<file path="src/rtl/prdi_pkg.sv">
package prdi_pkg;
   localparam int CODE_W = 3;
   typedef logic [CODE_W-1:0] rdi_code_t;

   localparam rdi_code_t CODE_SRV  = 3'b101;
   localparam rdi_code_t CODE_UNEQ = 3'b110;
   localparam rdi_code_t CODE_PLM  = 3'b010;
   localparam rdi_code_t CODE_NONE = 3'b001;

   // Severity rank: larger wins
   function automatic logic [1:0] code_rank(input rdi_code_t c);
      case (c)
         CODE_SRV:  code_rank = 2'd3;
         CODE_UNEQ: code_rank = 2'd2;
         CODE_PLM:  code_rank = 2'd1;
         default:   code_rank = 2'd0;
      endcase
   endfunction
endpackage

</file>
<file path="src/rtl/prdi_classify.sv">
module prdi_classify
   import prdi_pkg::*;
#(
   parameter int N_SRV = 5
) (
   input  logic [N_SRV-1:0] srv_def,
   input  logic             uneq,
   input  logic             plm,
   output rdi_code_t        want
);
   generate
      if (N_SRV < 1) begin : g_bad
         $error("prdi_classify: N_SRV must be at least 1");
      end
   endgenerate

   logic any_srv;
   assign any_srv = |srv_def;

   always_comb begin
      if (any_srv)   want = CODE_SRV;
      else if (uneq) want = CODE_UNEQ;
      else if (plm)  want = CODE_PLM;
      else           want = CODE_NONE;
   end
endmodule

</file>
<file path="src/rtl/prdi_hold.sv">
module prdi_hold
   import prdi_pkg::*;
#(
   parameter int HOLD_FRAMES = 20,
   localparam int CNT_W = $clog2(HOLD_FRAMES)
) (
   input  logic             clk,
   input  logic             rst_n,
   input  logic             frame_tick,
   input  rdi_code_t        want,
   output rdi_code_t        held,
   output logic [CNT_W-1:0] hold_left
);
   generate
      if (HOLD_FRAMES < 2) begin : g_bad
         $error("prdi_hold: HOLD_FRAMES must be at least 2");
      end
   endgenerate

   localparam logic [CNT_W-1:0] RELOAD = CNT_W'(HOLD_FRAMES - 1);

   logic escalate, expired, take;
   assign escalate = code_rank(want) > code_rank(held);
   assign expired  = (hold_left == '0);
   assign take     = escalate || (expired && (want != held));

   always_ff @(posedge clk) begin
      if (!rst_n) begin
         held      <= CODE_NONE;
         hold_left <= '0;
      end else if (frame_tick) begin
         if (take) begin
            held      <= want;
            hold_left <= RELOAD;
         end else if (!expired) begin
            hold_left <= hold_left - 1'b1;
         end
      end
   end
endmodule

</file>
<file path="src/rtl/prdi_gen.sv">
module prdi_gen
   import prdi_pkg::*;
#(
   parameter int HOLD_FRAMES = 20,
   parameter bit OUT_REG     = 1'b0,
   localparam int CNT_W = $clog2(HOLD_FRAMES)
) (
   input  logic             clk,
   input  logic             rst_n,
   input  logic             frame_tick,
   input  logic             los,
   input  logic             lof,
   input  logic             ais_line,
   input  logic             ais_path,
   input  logic             lop,
   input  logic             uneq,
   input  logic             plm,
   input  logic             auto_en,
   input  logic [CODE_W-1:0] cpu_code,
   output logic [CODE_W-1:0] g1_code
);
   localparam int N_SRV = 5;

   rdi_code_t        want_code;
   rdi_code_t        auto_code;
   logic [CNT_W-1:0] hold_left;
   rdi_code_t        sel_code;

   prdi_classify #(.N_SRV(N_SRV)) u_cls (
      .srv_def ({los, lof, ais_line, ais_path, lop}),
      .uneq    (uneq),
      .plm     (plm),
      .want    (want_code)
   );

   prdi_hold #(.HOLD_FRAMES(HOLD_FRAMES)) u_hold (
      .clk        (clk),
      .rst_n      (rst_n),
      .frame_tick (frame_tick),
      .want       (want_code),
      .held       (auto_code),
      .hold_left  (hold_left)
   );

   assign sel_code = auto_en ? auto_code : rdi_code_t'(cpu_code);

   generate
      if (OUT_REG) begin : g_reg
         always_ff @(posedge clk) begin
            if (!rst_n) g1_code <= CODE_NONE;
            else        g1_code <= sel_code;
         end
      end else begin : g_comb
         assign g1_code = sel_code;
      end
   endgenerate
endmodule

</file>
<file path="config.mk">
export PLATFORM = sky130hd
export DESIGN_NAME = prdi_gen
export DESIGN_NICKNAME = d
export VERILOG_FILES = /design/src/rtl/prdi_pkg.sv /design/src/rtl/prdi_classify.sv /design/src/rtl/prdi_hold.sv /design/src/rtl/prdi_gen.sv
export SDC_FILE = /design/constraint.sdc
export NUM_CORES = 1
export LEC_CHECK = 0
export ABC_CLOCK_PERIOD_IN_PS = 4350
export BUFFER_PORTS_ARGS = -buffer_cell sky130_fd_sc_hd__buf_4
export CAP_MARGIN = 25
export CORE_AREA = 2 2 43 45
export CTS_BUF_LIST = sky130_fd_sc_hd__clkbuf_8
export CTS_CLUSTER_DIAMETER = 40
export DETAILED_ROUTE_END_ITERATION = 10
export DIE_AREA = 0 0 45 47
export REMOVE_ABC_BUFFERS = 1
export SYNTH_ARGS = -nofsm -noshare
export SYNTH_HDL_FRONTEND = slang
export SYNTH_HIERARCHICAL = 1
export SYNTH_SLANG_ARGS = --single-unit
</file>
<file path="constraint.sdc">
create_clock -name clk -period 4.35 [get_ports clk]
set_input_delay 1.0875 -clock clk [delete_from_list [all_inputs] [get_ports clk]]
set_output_delay 1.0875 -clock clk [all_outputs]
set_load 0.01 [all_outputs]
</file>
== After elaboration in Yosys (flattened, before gate mapping) ==
Cells that the tools add are included.

* Add/sub/neg operators: 1
* $lt $le $gt $ge: 1
* Equal/unequal tests: 8
* Muxes and demuxes: 8
* Reduce and logical (&&, ||, !) cells: 6

{| class="wikitable"
|+ Operator list
! cell !! number
|-
| 3-bit equality test, second input constant || 4
|-
| 2-bit case mux with 3 select lines || 2
|-
| 5-bit 2-to-1 mux || 2
|-
| 3-bit 2-to-1 mux || 3
|-
| 3-bit by 2-bit equality test with 1-bit output, second input constant || 2
|-
| 5-bit zero test || 1
|-
| 5-bit OR reduction || 1
|-
| 5-bit by 1-bit subtractor with 5-bit output, second input constant || 1
|-
| 2-bit AND reduction || 2
|-
| 3-bit inequality test || 1
|-
| 2-bit > comparator || 1
|-
| 2-bit 2-to-1 mux || 1
|-
| 2-bit inequality test, second input constant || 1
|-
| 1-bit logical AND || 1
|-
| 1-bit logical OR || 1
|}

* Register bits: 8
* Input port bits: 14
* Output and inout port bits: 3
* Logic and storage cells: 26

== Longest topological paths before layout ==
Gate-level depths: netlist of the first run.

* Depth in word-level cells: 9
* Depth in mapped cells: 10
* Depth with buffers taken out: 10

== Hierarchy ==
Netlist of the first run, hierarchy kept.

{| class="wikitable"
|+ By module, submodules not included
! module !! instances !! cells an instance !! area an instance (um^2) !! sequential area each (um^2)
|-
| prdi_hold || 1 || 63 || 554.3 || 160.2
|-
| prdi_classify || 1 || 5 || 36.3 || 0.0
|-
| prdi_gen || 1 || 3 || 33.8 || 0.0
|}

== Worst setup path before layout of the first run ==
OpenSTA, ideal clock, no wires.

* Path type: in2reg
* From: input port ais_path
* To: register u_hold.hold_left[2]
* Setup time: 0.116 ns
* Arrival: 3.524 ns
* Required time: 4.234 ns
* Slack: 0.711 ns
* Stages on the path: 10
* Path buffers: 0
* Path through: or3_4 -> or4_1 -> nor2b_1 -> o21a_1 -> ha_1 -> nor2b_1 -> a2bb2oi_2 -> nor2_1 -> a21o_2 -> and3_1

* Longest elaborated chain between the ends: 8
* Elaborated cells on any way between the ends: 13
* Those cells by class: 1 x order compare; 5 x eq/ne; 3 x mux; 4 x reduce/logical

{| class="wikitable"
|+ Ends and longest elaborated chain
! what !! line !! text
|-
| start, declared || prdi_gen.sv:14 || <nowiki>input logic ais_path,</nowiki>
|-
| 5-bit OR reduction * || prdi_classify.sv:18 || <nowiki>assign any_srv = |srv_def;</nowiki>
|-
| 3-bit 2-to-1 mux * || prdi_classify.sv:21 || <nowiki>if (any_srv) want = CODE_SRV;</nowiki>
|-
| net want_code[0] || prdi_gen.sv:24 || <nowiki>rdi_code_t want_code;</nowiki>
|-
| 3-bit by 2-bit equality test with 1-bit output / 3-bit equality test (equally long branches) || prdi_pkg.sv:12 || <nowiki>case (c)</nowiki>
|-
| 2-bit case mux with 3 select lines || prdi_pkg.sv:12 ||
|-
| 2-bit > comparator || prdi_hold.sv:23 || <nowiki>assign escalate = code_rank(want) > code_rank(held);</nowiki>
|-
| 1-bit logical OR * || prdi_hold.sv:25 || <nowiki>assign take = escalate || (expired && (want != held));</nowiki>
|-
| 2-bit inequality test (no source line) || - ||
|-
| 2-bit AND reduction (no source line) || - ||
|-
| end signal, assigned || prdi_hold.sv:36 || <nowiki>hold_left <= hold_left - 1'b1;</nowiki>
|-
| end, declared || prdi_hold.sv:12 || <nowiki>output logic [CNT_W-1:0] hold_left</nowiki>
|}

The timed path passes the listed nets; every way through them passes the cells marked *.
A chain may end at the register's enable or synchronous reset.

== Worst setup path after layout of the first run ==
Same ends and word-level chain as after synthesis.

==> metrics.md, run 1 <==
| Metric | Value |
|---|---|
| Mapped Area | 624 um2 |
| Largest net degree at the start of global routing | 11 |
| YS warnings | 6 |
| Rows | 15 |
| Post-CTS Setup Inserts | 0 |
| DRT antenna net count | 0 |
| Layout cell share with drive strength beyond 1 | 0.322 |
| Fmax | 0.274 GHz |
| Final setup viols | 0 |
| Initial antenna violation count | 0 |
| Worst EP required | between 4 and 5 ns |
| Status | finished, final reports clean |
| Max Slew Vio Count | 0 |
| Clk pwr share | 0.352 |
| I/O Buffers | 16 |
| Net Switching | 0.0722 mW |
| Worst-skew pair later-pin latency | 0.23 ns |
| Cell mode on critical path | nor2b_1 |
| Footprint of the multi-input gates | 453 um2 |
| Layout Area Growth over Synthesis | 29.9% |
| Crit end category | flip-flop |
| IO Count | 17 |
| Full die area | around 2100 um2 |
| Core area | roughly 1700 um2 |
| CTS Hold Bufs | 0 |
| Internal Pwr Total | 0.180 mW |
| CTS resizes | 0 |
| Reg power frac | 0.346 |
| Min Clock Period, post-route | between 3 and 4 ns |
| Tot GR Track Use | 0.142 |
| Clk_skew | 0.00395 ns |
| Count of cell types in the netlist | 33 |
| Fill count | 164 |
| CTS tree | yes |
| FF+latch area | 160 um2 |
| RePlAce Congestion | 0.765 |
| CP startpoint kind | primary input |
| Post-route setup TNS | 0 ns |
| First-pass GRT wire length | 2190 um |
| Layout Cells excl Fill | 107 |
| Kind of critical path | in2reg |
| DRC | 0 |
| DR pass1 iterations | 4 |
| CP peak stage delay | roughly 0.57 ns |
| Vias per cell | 5.53 |
| Initial Utilization | 0.378 |
| Pwr/cell area | 311 nW/um2 |
| Final worst path period share | 0.839 |
| Vias | 592 |
| Sequential cell area fraction in the yosys report | 0.257 |
| Inserted Clock Buffers | 3 |
| Synthesized flop and latch total | 8 |
| Cells after DPL | 104 |
| Setup repair after global routing missed its margin | false |
| Arr. time, crit path | ~3.8 ns |
| Wire length per cell | 11.9 um |
| Number of global-route vias before repair | 504 |
| Total Wirelength | 1270 um |
| MaxCap Viol Count | 0 |
| Switching Fraction | 0.286 |
| Critical Path, Cell by Cell | buf_4, or3_4, or4_1, nor2b_1, o21a_1, ha_1, nor2b_1, a2bb2oi_2, nor2_1, a21o_2, and3_1 |
| CTS H-tree depth | 1 |
| Comb power frac | 0.302 |
| Fin. Hold Viols | 0 |
| Clock root cell | clkbuf_8 |
| Die Span Y | approximately 47 um |
| Clk buf depth | 2 |
| Async SR Flop Fraction | 0 |
| Remaining Overflow, GRT | 0 |
| Leak | 0.351 nW |
| Worst-path fanout max | 6 |
| Detailed Place HPWL | 1030 um |
| Clock-pin transition on the worst setup and hold timing paths | 0.04 ns |
| Final net count | 110 |
| Post-synth EDFFs | 0 |
| Chip width | 45 um |
| Min-delay worst type | reg2reg |
| Avg Cell Area, Syn | roughly 9 um2 |
| Worst-margin pin slew | between 0.3 and 0.4 ns |
| VDD IR max | 250 uV |
| Syn Inst Count | between 70 and 80 |
| Synth Flop Type | dfxtp_1 |
| ANT cells | 0 |
| Rel. slew slack | 0.797 |
| Critical-path top delay cell | or4_1 |
| Clock sink count | 8 |
| Initial DRC Count | 9 |
[per-layer routing]
| metal | vias up | share of wire | global-route usage | wire, um |
|---|---|---|---|---|
| met2 | 18 | 0.45 | 0.234 | 573 |
| met5 | - | 0 | 0 | 0 |
| met3 | 0 | 0.061 | 0.0615 | 78 |
| met4 | 0 | 0 | 0 | 0 |
| li1 | 306 | - | - | - |
| met1 | 268 | 0.49 | 0.185 | 618 |
[cell families after synthesis]
kind of cell / share of synthesized area
buffers and inverters: 0.0180
muxes: 0.0862
and+or+nand+nor: 0.269
xor gates and xnor gates: 0.0561
AOI/OAI and AO/OA: 0.234
DFF: 0.257
adders and majority gates: 0.0802
[cells in the mapped netlist, types with 2 or more instances]
library cell / count / area (um2)
inv_1: 2 / 7.51
o21ai_0: 3 / 15.0
ha_1: 4 / 50.1
nand3_1: 3 / 15.0
mux2i_1: 2 / 20.0
dfxtp_1: 8 / 160
nand2_1: 8 / 30.0
nor2_1: 4 / 15.0
xnor2_1: 3 / 26.3
o211a_1: 2 / 20.0
nor3_1: 2 / 10.0
or4_1: 2 / 15.0
o21ai_1: 2 / 10.0
nor2b_1: 4 / 25.0
nor4_1: 2 / 12.5
mux2_2: 3 / 33.8
[area by class of cell]
cell class	instances	area share
repair buffers	17	0.157
multi-input cells	60	0.559
flip-flops and latches	8	0.198
well taps	17	0.0262
inverters	2	0.00926
clock buffers	3	0.0509
[per-stage QoR]
stage / instance area (um2) / power [mW] / setup slack [ns] / utilization / hold WS, ns
finish: 811 / 0.252 / 0.700 / 0.491 / 0.554
global route: 811 / 0.268 / 0.567 / 0.491 / 0.589
CTS: 811 / 0.255 / 0.708 / 0.491 / 0.558
detailed placement: 769 / 0.165 / 0.481 / 0.466 / 0.552
global placement: 769 / 0.163 / 0.471 / 0.466 / 0.534
floorplan: 621 / 0.141 / 0.711 / - / 0.493
[state kept, by name, summed over array words and instances (netlist names)]
signal	flops
u_hold/hold_left	5
u_hold/held	3
[worst max-delay path, delay by kind of cell]
family                   cells  cell delay [ns]
AO/OA/AOI/OAI                3             0.68
buffers and inverters        1             0.11
AND/OR/NAND/NOR              6             1.61
adder cells (fa/ha/maj)      1             0.30
[cell usage in the layout (no fill, tap or decap), drive strengths merged]
master / instances
or4: 2
buf: 17
nand3b: 1
o211a: 2
nand3: 3
mux2: 3
nor2: 4
or4b: 1
or3: 1
a22oi: 1
ha: 4
dfxtp: 8
nor4: 2
and3: 1
nand2: 8
mux2i: 2
nor2b: 4
a2bb2oi: 1
xnor2: 3
nor3: 2
a21o: 1
o32ai: 1
o21a: 1
xor2: 1
o31a: 1
a31oi: 2
o311ai: 1
clkbuf: 3
nand2b: 1
o21ai: 6
inv: 2
[power by group through the flow]
| stage | Clock [mW] | Combinational, mW | Sequential [mW] |
|---|---|---|---|
| final | 0.0887 | 0.0761 | 0.0873 |
| after global routing | 0.0956 | 0.0844 | 0.0882 |
| after CTS | 0.0914 | 0.0766 | 0.0872 |
| after detailed placement | 0 | 0.0763 | 0.0885 |
| after global placement | 0 | 0.0751 | 0.0882 |
| after floorplan | 0 | 0.0543 | 0.0864 |
[final timing paths]
| path | depth (start not counted) | to | slack (ns) | startpoint |
|---|---|---|---|---|
| worst min register to register | 2 | u_hold/held[2]$_SDFFE_PN0P_ | 0.55 | u_hold/held[2]$_SDFFE_PN0P_ |
| worst min-delay path | 2 | u_hold/held[2]$_SDFFE_PN0P_ | 0.55 | u_hold/held[2]$_SDFFE_PN0P_ |
| worst max register to register | 8 | u_hold/hold_left[2]$_SDFFE_PN0P_ | 2.31 | u_hold/held[1]$_SDFFE_PN0P_ |
| worst max-delay path | 11 | u_hold/hold_left[2]$_SDFFE_PN0P_ | 0.70 | ais_path |
No activity file was read; power rests on OpenSTA's default activity.
==> run 2, diff against run 1 <==
--- a/config.mk
+++ b/config.mk
@@ -5,7 +5,7 @@
 export SDC_FILE = /design/constraint.sdc
 export NUM_CORES = 1
 export LEC_CHECK = 0
-export ABC_CLOCK_PERIOD_IN_PS = 4350
+export ABC_CLOCK_PERIOD_IN_PS = 3100
 export BUFFER_PORTS_ARGS = -buffer_cell sky130_fd_sc_hd__buf_4
 export CAP_MARGIN = 25
 export CORE_AREA = 2 2 43 45
==> constraint.sdc (replaced) <==
create_clock -name clk -period 3.1 [get_ports clk]
set_input_delay 0.775 -clock clk [delete_from_list [all_inputs] [get_ports clk]]
set_output_delay 0.775 -clock clk [all_outputs]
set_load 0.01 [all_outputs]
==> metrics.md, run 2 (synthesized netlist as in run 1, its figures left out) <==
| Metric | Value |
|---|---|
| Layout Area Growth over Synthesis | 57.9% |
| DRC | 0 (unchanged) |
| Most frequent cells in the layout | buf_4 (24), nand2_1 (8), dfxtp_1 (8) |
| CP startpoint kind | primary input |
| Vias | 631 (+6.6%) |
| Worst-path fanout max | 5 (-1) |
| Layout cell share with drive strength beyond 1 | 0.480 (+0.158) |
| Tot GR Track Use | 0.146 (+0.00376) |
| Status | finished, final reports clean |
| Remaining Overflow, GRT | 0 (unchanged) |
| Rel. slew slack | 0.792 (-0.00418) |
| Clk buf depth | 2 (unchanged) |
| Switching Fraction | 0.308 (+0.0217) |
| Clock sink count | 8 (unchanged) |
| Reg power frac | 0.302 (-0.044) |
| Core area | 1650 um2 (unchanged) |
| CTS tree | yes |
| DR pass1 iterations | 4 (unchanged) |
| Most common library cell in the layout ignoring fill and taps | buf_4 |
| Fin. Hold Viols | 0 (unchanged) |
| Detailed Place HPWL | 1100 um (+7.0%) |
| Inserted Clock Buffers | 3 (unchanged) |
| Number of global-route vias before repair | 541 (+7.3%) |
| Clock root cell | clkbuf_8 |
| Hold WS | 0.551 ns (-0.00305 ns) |
| Min-delay worst type | reg2reg |
| CTS Hold Bufs | 0 (unchanged) |
| Layout Cell Area excl Fill | 986 um2 (+22%) |
| ANT cells | 0 (unchanged) |
| Crit end category | flip-flop |
| Initial Utilization | 0.378 (unchanged) |
| Chip width | 45 um (unchanged) |
| Vias per cell | 5.39 (-2.5%) |
| Placement-stage cell area | 830 um2 (+7.8%) |
| Worst-skew pair later-pin latency | 0.23 ns (about the same) |
| Full die area | 2120 um2 (unchanged) |
| Biggest register | u_hold/hold_left |
| Total Wirelength | 1520 um (+20%) |
| Clock-pin transition on the worst setup and hold timing paths | 0.04 ns (about the same) |
| VDD IR max | 285 uV (+14%) |
| Pwr/cell area | 414 nW/um2 (+33%) |
| Min Clock Period, post-route | 3.04 ns |
| DRT antenna net count | 0 (unchanged) |
| Fill count | 154 (-6.1%) |
| Die Span Y | 47 um (unchanged) |
| CTS H-tree depth | 1 (unchanged) |
| Initial DRC Count | 7 (-2) |
| Comb power frac | 0.387 (+0.085) |
| Final worst path period share | 0.979 |
| Largest net degree at the start of global routing | 11 (unchanged) |
| Total Power | 0.408 mW (+62%) |
| RePlAce Congestion | 0.752 (-1.8%) |
| Fmax | 0.329 GHz |
| Top flop regs | u_hold/hold_left: 5 flops, u_hold/held: 3 flops |
| Internal Pwr Total | 0.282 mW (+57%) |
| Clk pwr share | 0.311 (-0.041) |
| Number of flip-flops in the largest register | 5 (unchanged) |
| Leak | 0.427 nW (+21%) |
| Initial antenna violation count | 0 (unchanged) |
| IO Count | 17 (unchanged) |
| Post-route setup TNS | 0 ns (unchanged) |
| Worst-margin pin slew | 0.308 ns (+0.00560 ns) |
| Final setup viols | 0 (unchanged) |
| Max Slew Vio Count | 0 (unchanged) |
| Final net count | 120 (+9.1%) |
| First-pass GRT wire length | 2240 um (+1.9%) |
| I/O Buffers | 16 (unchanged) |
| Worst EP required | 3.22 ns (-1.25 ns) |
| Wire length per cell | 13.0 um (+9.4%) |
| Setup repair after global routing missed its margin | false |
| Clk_skew | 0.00519 ns (+0.00125 ns) |
| MaxCap Viol Count | 0 (unchanged) |
| Net Switching | 0.126 mW (+74%) |
| Kind of critical path | in2reg |
| Arr. time, crit path | 3.15 ns (-0.62 ns) |
| Rows | 15 (unchanged) |
==> run 2: critical path, stage by stage <==
cell,delay [ns]
buf_4,0.11
or3_4,0.36
or4_4,0.49
buf_6,0.14
nor2b_4,0.10
o21a_1,0.17
ha_4,0.21
nor2b_4,0.13
a2bb2oi_4,0.16
o31a_1,0.29
o211a_1,0.22
==> run 2: cell type report <==
type / instances / area [um2] / area share
Clock buffer: 3 / 41.3 / 0.0419
Inverter: 2 / 7.51 / 0.00761
Sequential cell: 8 / 160 / 0.162
Multi-Input combinational cell: 60 / 542 / 0.549
Tap cell: 17 / 21.3 / 0.0216
Timing Repair Buffer: 27 / 214 / 0.217
==> run 2: metal layers <==
layer / GRT usage / wire [um]
met1: 0.182 / 696
met2: 0.237 / 724
met3: 0.0577 / 93
met4: 0.0353 / 5
met5: 0 / 0
==> run 2: timing repair <==
action                                  4_1_cts  5_1_grt
endpoints found under the setup margin        6        6
pin swaps                                     5        4
setup buffers                                 0        2
endpoints found under the hold margin         0        0
resized for setup                             8       12
==> run 2: worst paths after layout <==
kind / from / end / slack (ns) / cells after the start
setup / recovery: lop / u_hold/hold_left[1]$_SDFFE_PN0P_ / 0.06 / 11
hold / removal: u_hold/held[2]$_SDFFE_PN0P_ / u_hold/held[2]$_SDFFE_PN0P_ / 0.55 / 2
setup reg to reg: u_hold/held[1]$_SDFFE_PN0P_ / u_hold/hold_left[2]$_SDFFE_PN0P_ / 1.20 / 8
hold reg to reg: u_hold/held[2]$_SDFFE_PN0P_ / u_hold/held[2]$_SDFFE_PN0P_ / 0.55 / 2
==> run 2: power groups by stage <==
stage | clock, mW | sequential (mW) | combinational [mW]
after floorplan | 0 | 0.121 | 0.0763
after global placement | 0 | 0.124 | 0.120
after detailed placement | 0 | 0.124 | 0.123
after CTS | 0.130 | 0.122 | 0.138
after global routing | 0.137 | 0.124 | 0.169
final | 0.127 | 0.123 | 0.158
==> run 2: through the flow <==
stage / util / worst slack [ns] / instances
3_5_place_dp: 0.502 / -0.290 / 112
5_1_grt: 0.597 / 0.0117 / 117
2_1_floorplan: - / -0.227 / 70
6_report: 0.597 / 0.0641 / 117
3_3_place_gp: 0.502 / -0.267 / 112
4_1_cts: 0.548 / 0.0169 / 115
==> run 3, diff against run 2 <==
==> constraint.sdc (replaced) <==
create_clock -name clk -period 3.1 [get_ports clk]
set_input_delay 0.155 -clock clk [delete_from_list [all_inputs] [get_ports clk]]
set_output_delay 0.155 -clock clk [all_outputs]
set_load 0.01 [all_outputs]
==> metrics.md, run 3 (synthesized netlist as in run 1, its figures left out) <==
| Metric | Value |
|---|---|
| Worst EP required | 3.22 ns (about the same) |
| Vias | 585 (-7.3%) |
| Wire length per cell | 12.1 um (-6.9%) |
| Worst reg2reg endpoint | u_hold/hold_left[2]$_SDFFE_PN0P_ |
| Worst-case reg-to-reg path depth | 8 (unchanged) |
| Kind of critical path | in2reg |
| Detailed Place HPWL | 1050 um (-4.3%) |
| Clock-pin transition on the worst setup and hold timing paths | 0.04 ns (about the same) |
| Critical-path top delay cell | or4_1 |
| Top flop regs | u_hold/hold_left: 5 flops, u_hold/held: 3 flops |
| Critical Path, Cell by Cell | buf_4, or3_4, or4_1, nor2b_1, o21a_1, ha_1, nor2b_1, a2bb2oi_2, nor2_1, a21o_2, and3_1 |
| Core area | 1650 um2 (unchanged) |
| DR pass1 iterations | 4 (unchanged) |
| VDD IR max | 355 uV (+24%) |
| Leak | 0.351 nW (-18%) |
| Arr. time, crit path | 2.86 ns (-0.29 ns) |
| FF-to-FF setup slack | 1.03 ns (-0.17 ns) |
| CTS H-tree depth | 1 (unchanged) |
| Status | finished, final reports clean |
| CTS resizes | 0 (-8) |
| Initial DRC Count | 7 (unchanged) |
| Post-CTS Setup Inserts | 0 (unchanged) |
| Rows | 15 (unchanged) |
| Placement-stage cell area | 769 um2 (-7.2%) |
| Tot GR Track Use | 0.152 (+0.00570) |
| Util after Layout | 0.491 (-0.106) |
| Final setup viols | 0 (unchanged) |
| Worst Hold Launch | frame_tick |
| RePlAce Congestion | 0.745 (-0.96%) |
| CP startpoint kind | primary input |
| IO Count | 17 (unchanged) |
| Endpoint, Worst Hold | u_hold/hold_left[4]$_SDFFE_PN0P_ |
| Max Slew Vio Count | 0 (unchanged) |
| Min Clock Period, post-route | 2.74 ns (-0.298 ns) |
| Inserted Clock Buffers | 3 (unchanged) |
| Clock sink count | 8 (unchanged) |
| DRC | 0 (unchanged) |
| Die Span Y | 47 um (unchanged) |
| Final WS setup | 0.362 ns (+0.298 ns) |
| Final net count | 110 (-8.3%) |
| Biggest register | u_hold/hold_left |
| Place WS | 0.121 ns (+0.411 ns) |
| MaxCap Viol Count | 0 (unchanged) |
| Layout Cells excl Fill | 107 (-8.5%) |
| Layout Area Growth over Synthesis | 29.9% |
| CTS tree | yes |
| Total Wirelength | 1290 um (-15%) |
| Rel. slew slack | 0.797 (+0.00455) |
| Total Power | 0.353 mW (-13%) |
| Number of flip-flops in the largest register | 5 (unchanged) |
| Vias per cell | 5.47 (+1.4%) |
| Layout Cell Area excl Fill | 811 um2 (-18%) |
| Post-route setup TNS | 0 ns (unchanged) |
| Full die area | 2120 um2 (unchanged) |
| Most frequent cells in the layout | buf_4 (17), nand2_1 (8), dfxtp_1 (8) |
| Initial antenna violation count | 0 (unchanged) |
| Cell mode on critical path | nor2b_1 |
| Clk_skew | 0.00553 ns (+0.000337 ns) |
| CTS Hold Bufs | 0 (unchanged) |
| Worst-skew pair later-pin latency | 0.23 ns (about the same) |
| Setup repair after global routing missed its margin | false |
| Worst-path fanout max | 6 (+1) |
| Fin. Hold Viols | 0 (unchanged) |
| Hold WS | 0.154 ns (-0.397 ns) |
| Initial Utilization | 0.378 (unchanged) |
| Final worst path period share | 0.883 (-0.0961) |
| Worst hold path depth | 2 (unchanged) |
| Crit end category | flip-flop |
| Pwr/cell area | 436 nW/um2 (+5.4%) |
| Worst flop-to-flop path startpoint | u_hold/held[1]$_SDFFE_PN0P_ |
| Clk buf depth | 2 (unchanged) |
| Remaining Overflow, GRT | 0 (unchanged) |
| Largest net degree at the start of global routing | 11 (unchanged) |
| CP peak stage delay | 0.58 ns (+0.09 ns) |
| Cells after DPL | 104 (-7.1%) |
| First-pass GRT wire length | 2300 um (+3.1%) |
| Layout cell share with drive strength beyond 1 | 0.322 (-0.158) |
| Min-delay worst type | in2reg |
| I/O Buffers | 16 (unchanged) |
| Clock root cell | clkbuf_8 |
| Worst-margin pin slew | 0.302 ns (-0.00615 ns) |
| Chip width | 45 um (unchanged) |
| DRT antenna net count | 0 (unchanged) |
| Number of global-route vias before repair | 552 (+2.0%) |
| Fmax | 0.365 GHz (+11%) |
| Most common library cell in the layout ignoring fill and taps | buf_4 |
| ANT cells | 0 (unchanged) |
-- run 3: cell types whose count changed in the layout (fill, tap and decap cells not counted), moves of 2 or more --
| cell | change |
|---|---|
| buf_4 | -7 |
| buf_6 | -3 |
| nor2b_1 | +3 |
| nor2b_4 | -3 |
| o21ai_0 | +2 |
| o21ai_1 | -2 |
-- run 3: power breakdown --
part           internal [mW]  switching, mW
clock                 0.0839         0.0387
combinational         0.0571         0.0513
sequential             0.112         0.0108
-- run 3: how the worst max path moves through the flow --
stage | from | slack [ns] | end
2_1_floorplan | ais_path | 0.39 | u_hold/hold_left[2]$_SDFFE_PN0P_
4_1_cts | ais_path | 0.36 | u_hold/hold_left[2]$_SDFFE_PN0P_
3_3_place_gp | ais_path | 0.22 | u_hold/held[0]$_SDFFE_PN1P_
3_5_place_dp | ais_path | 0.12 | u_hold/hold_left[2]$_SDFFE_PN0P_
5_1_grt | ais_path | 0.23 | u_hold/hold_left[2]$_SDFFE_PN0P_
6_report | ais_path | 0.36 | u_hold/hold_left[2]$_SDFFE_PN0P_
-- run 3: final cells by class --
cell class,instances,area [um2]
inverters,2,7.51
fillers,159,841
multi-input cells,60,453
flip-flops and latches,8,160
clock buffers,3,41.3
well taps,17,21.3
repair buffers,17,128
-- run 3: worst max-delay path: cells and delay by family --
| kind | cells | cell delay [ns] |
|---|---|---|
| buf+inv | 1 | 0.11 |
| simple gates | 6 | 1.63 |
| fa+ha+maj | 1 | 0.30 |
| compound gates | 3 | 0.68 |
-- run 3: routing by layer --
metal / routed length, um / global-route usage / up-vias
li1: - / - / 304
met1: 614 / 0.168 / 268
met2: 611 / 0.266 / 13
met3: 68 / 0.0692 / 0
met4: 0 / 0.0353 / 0
met5: 0 / 0 / -
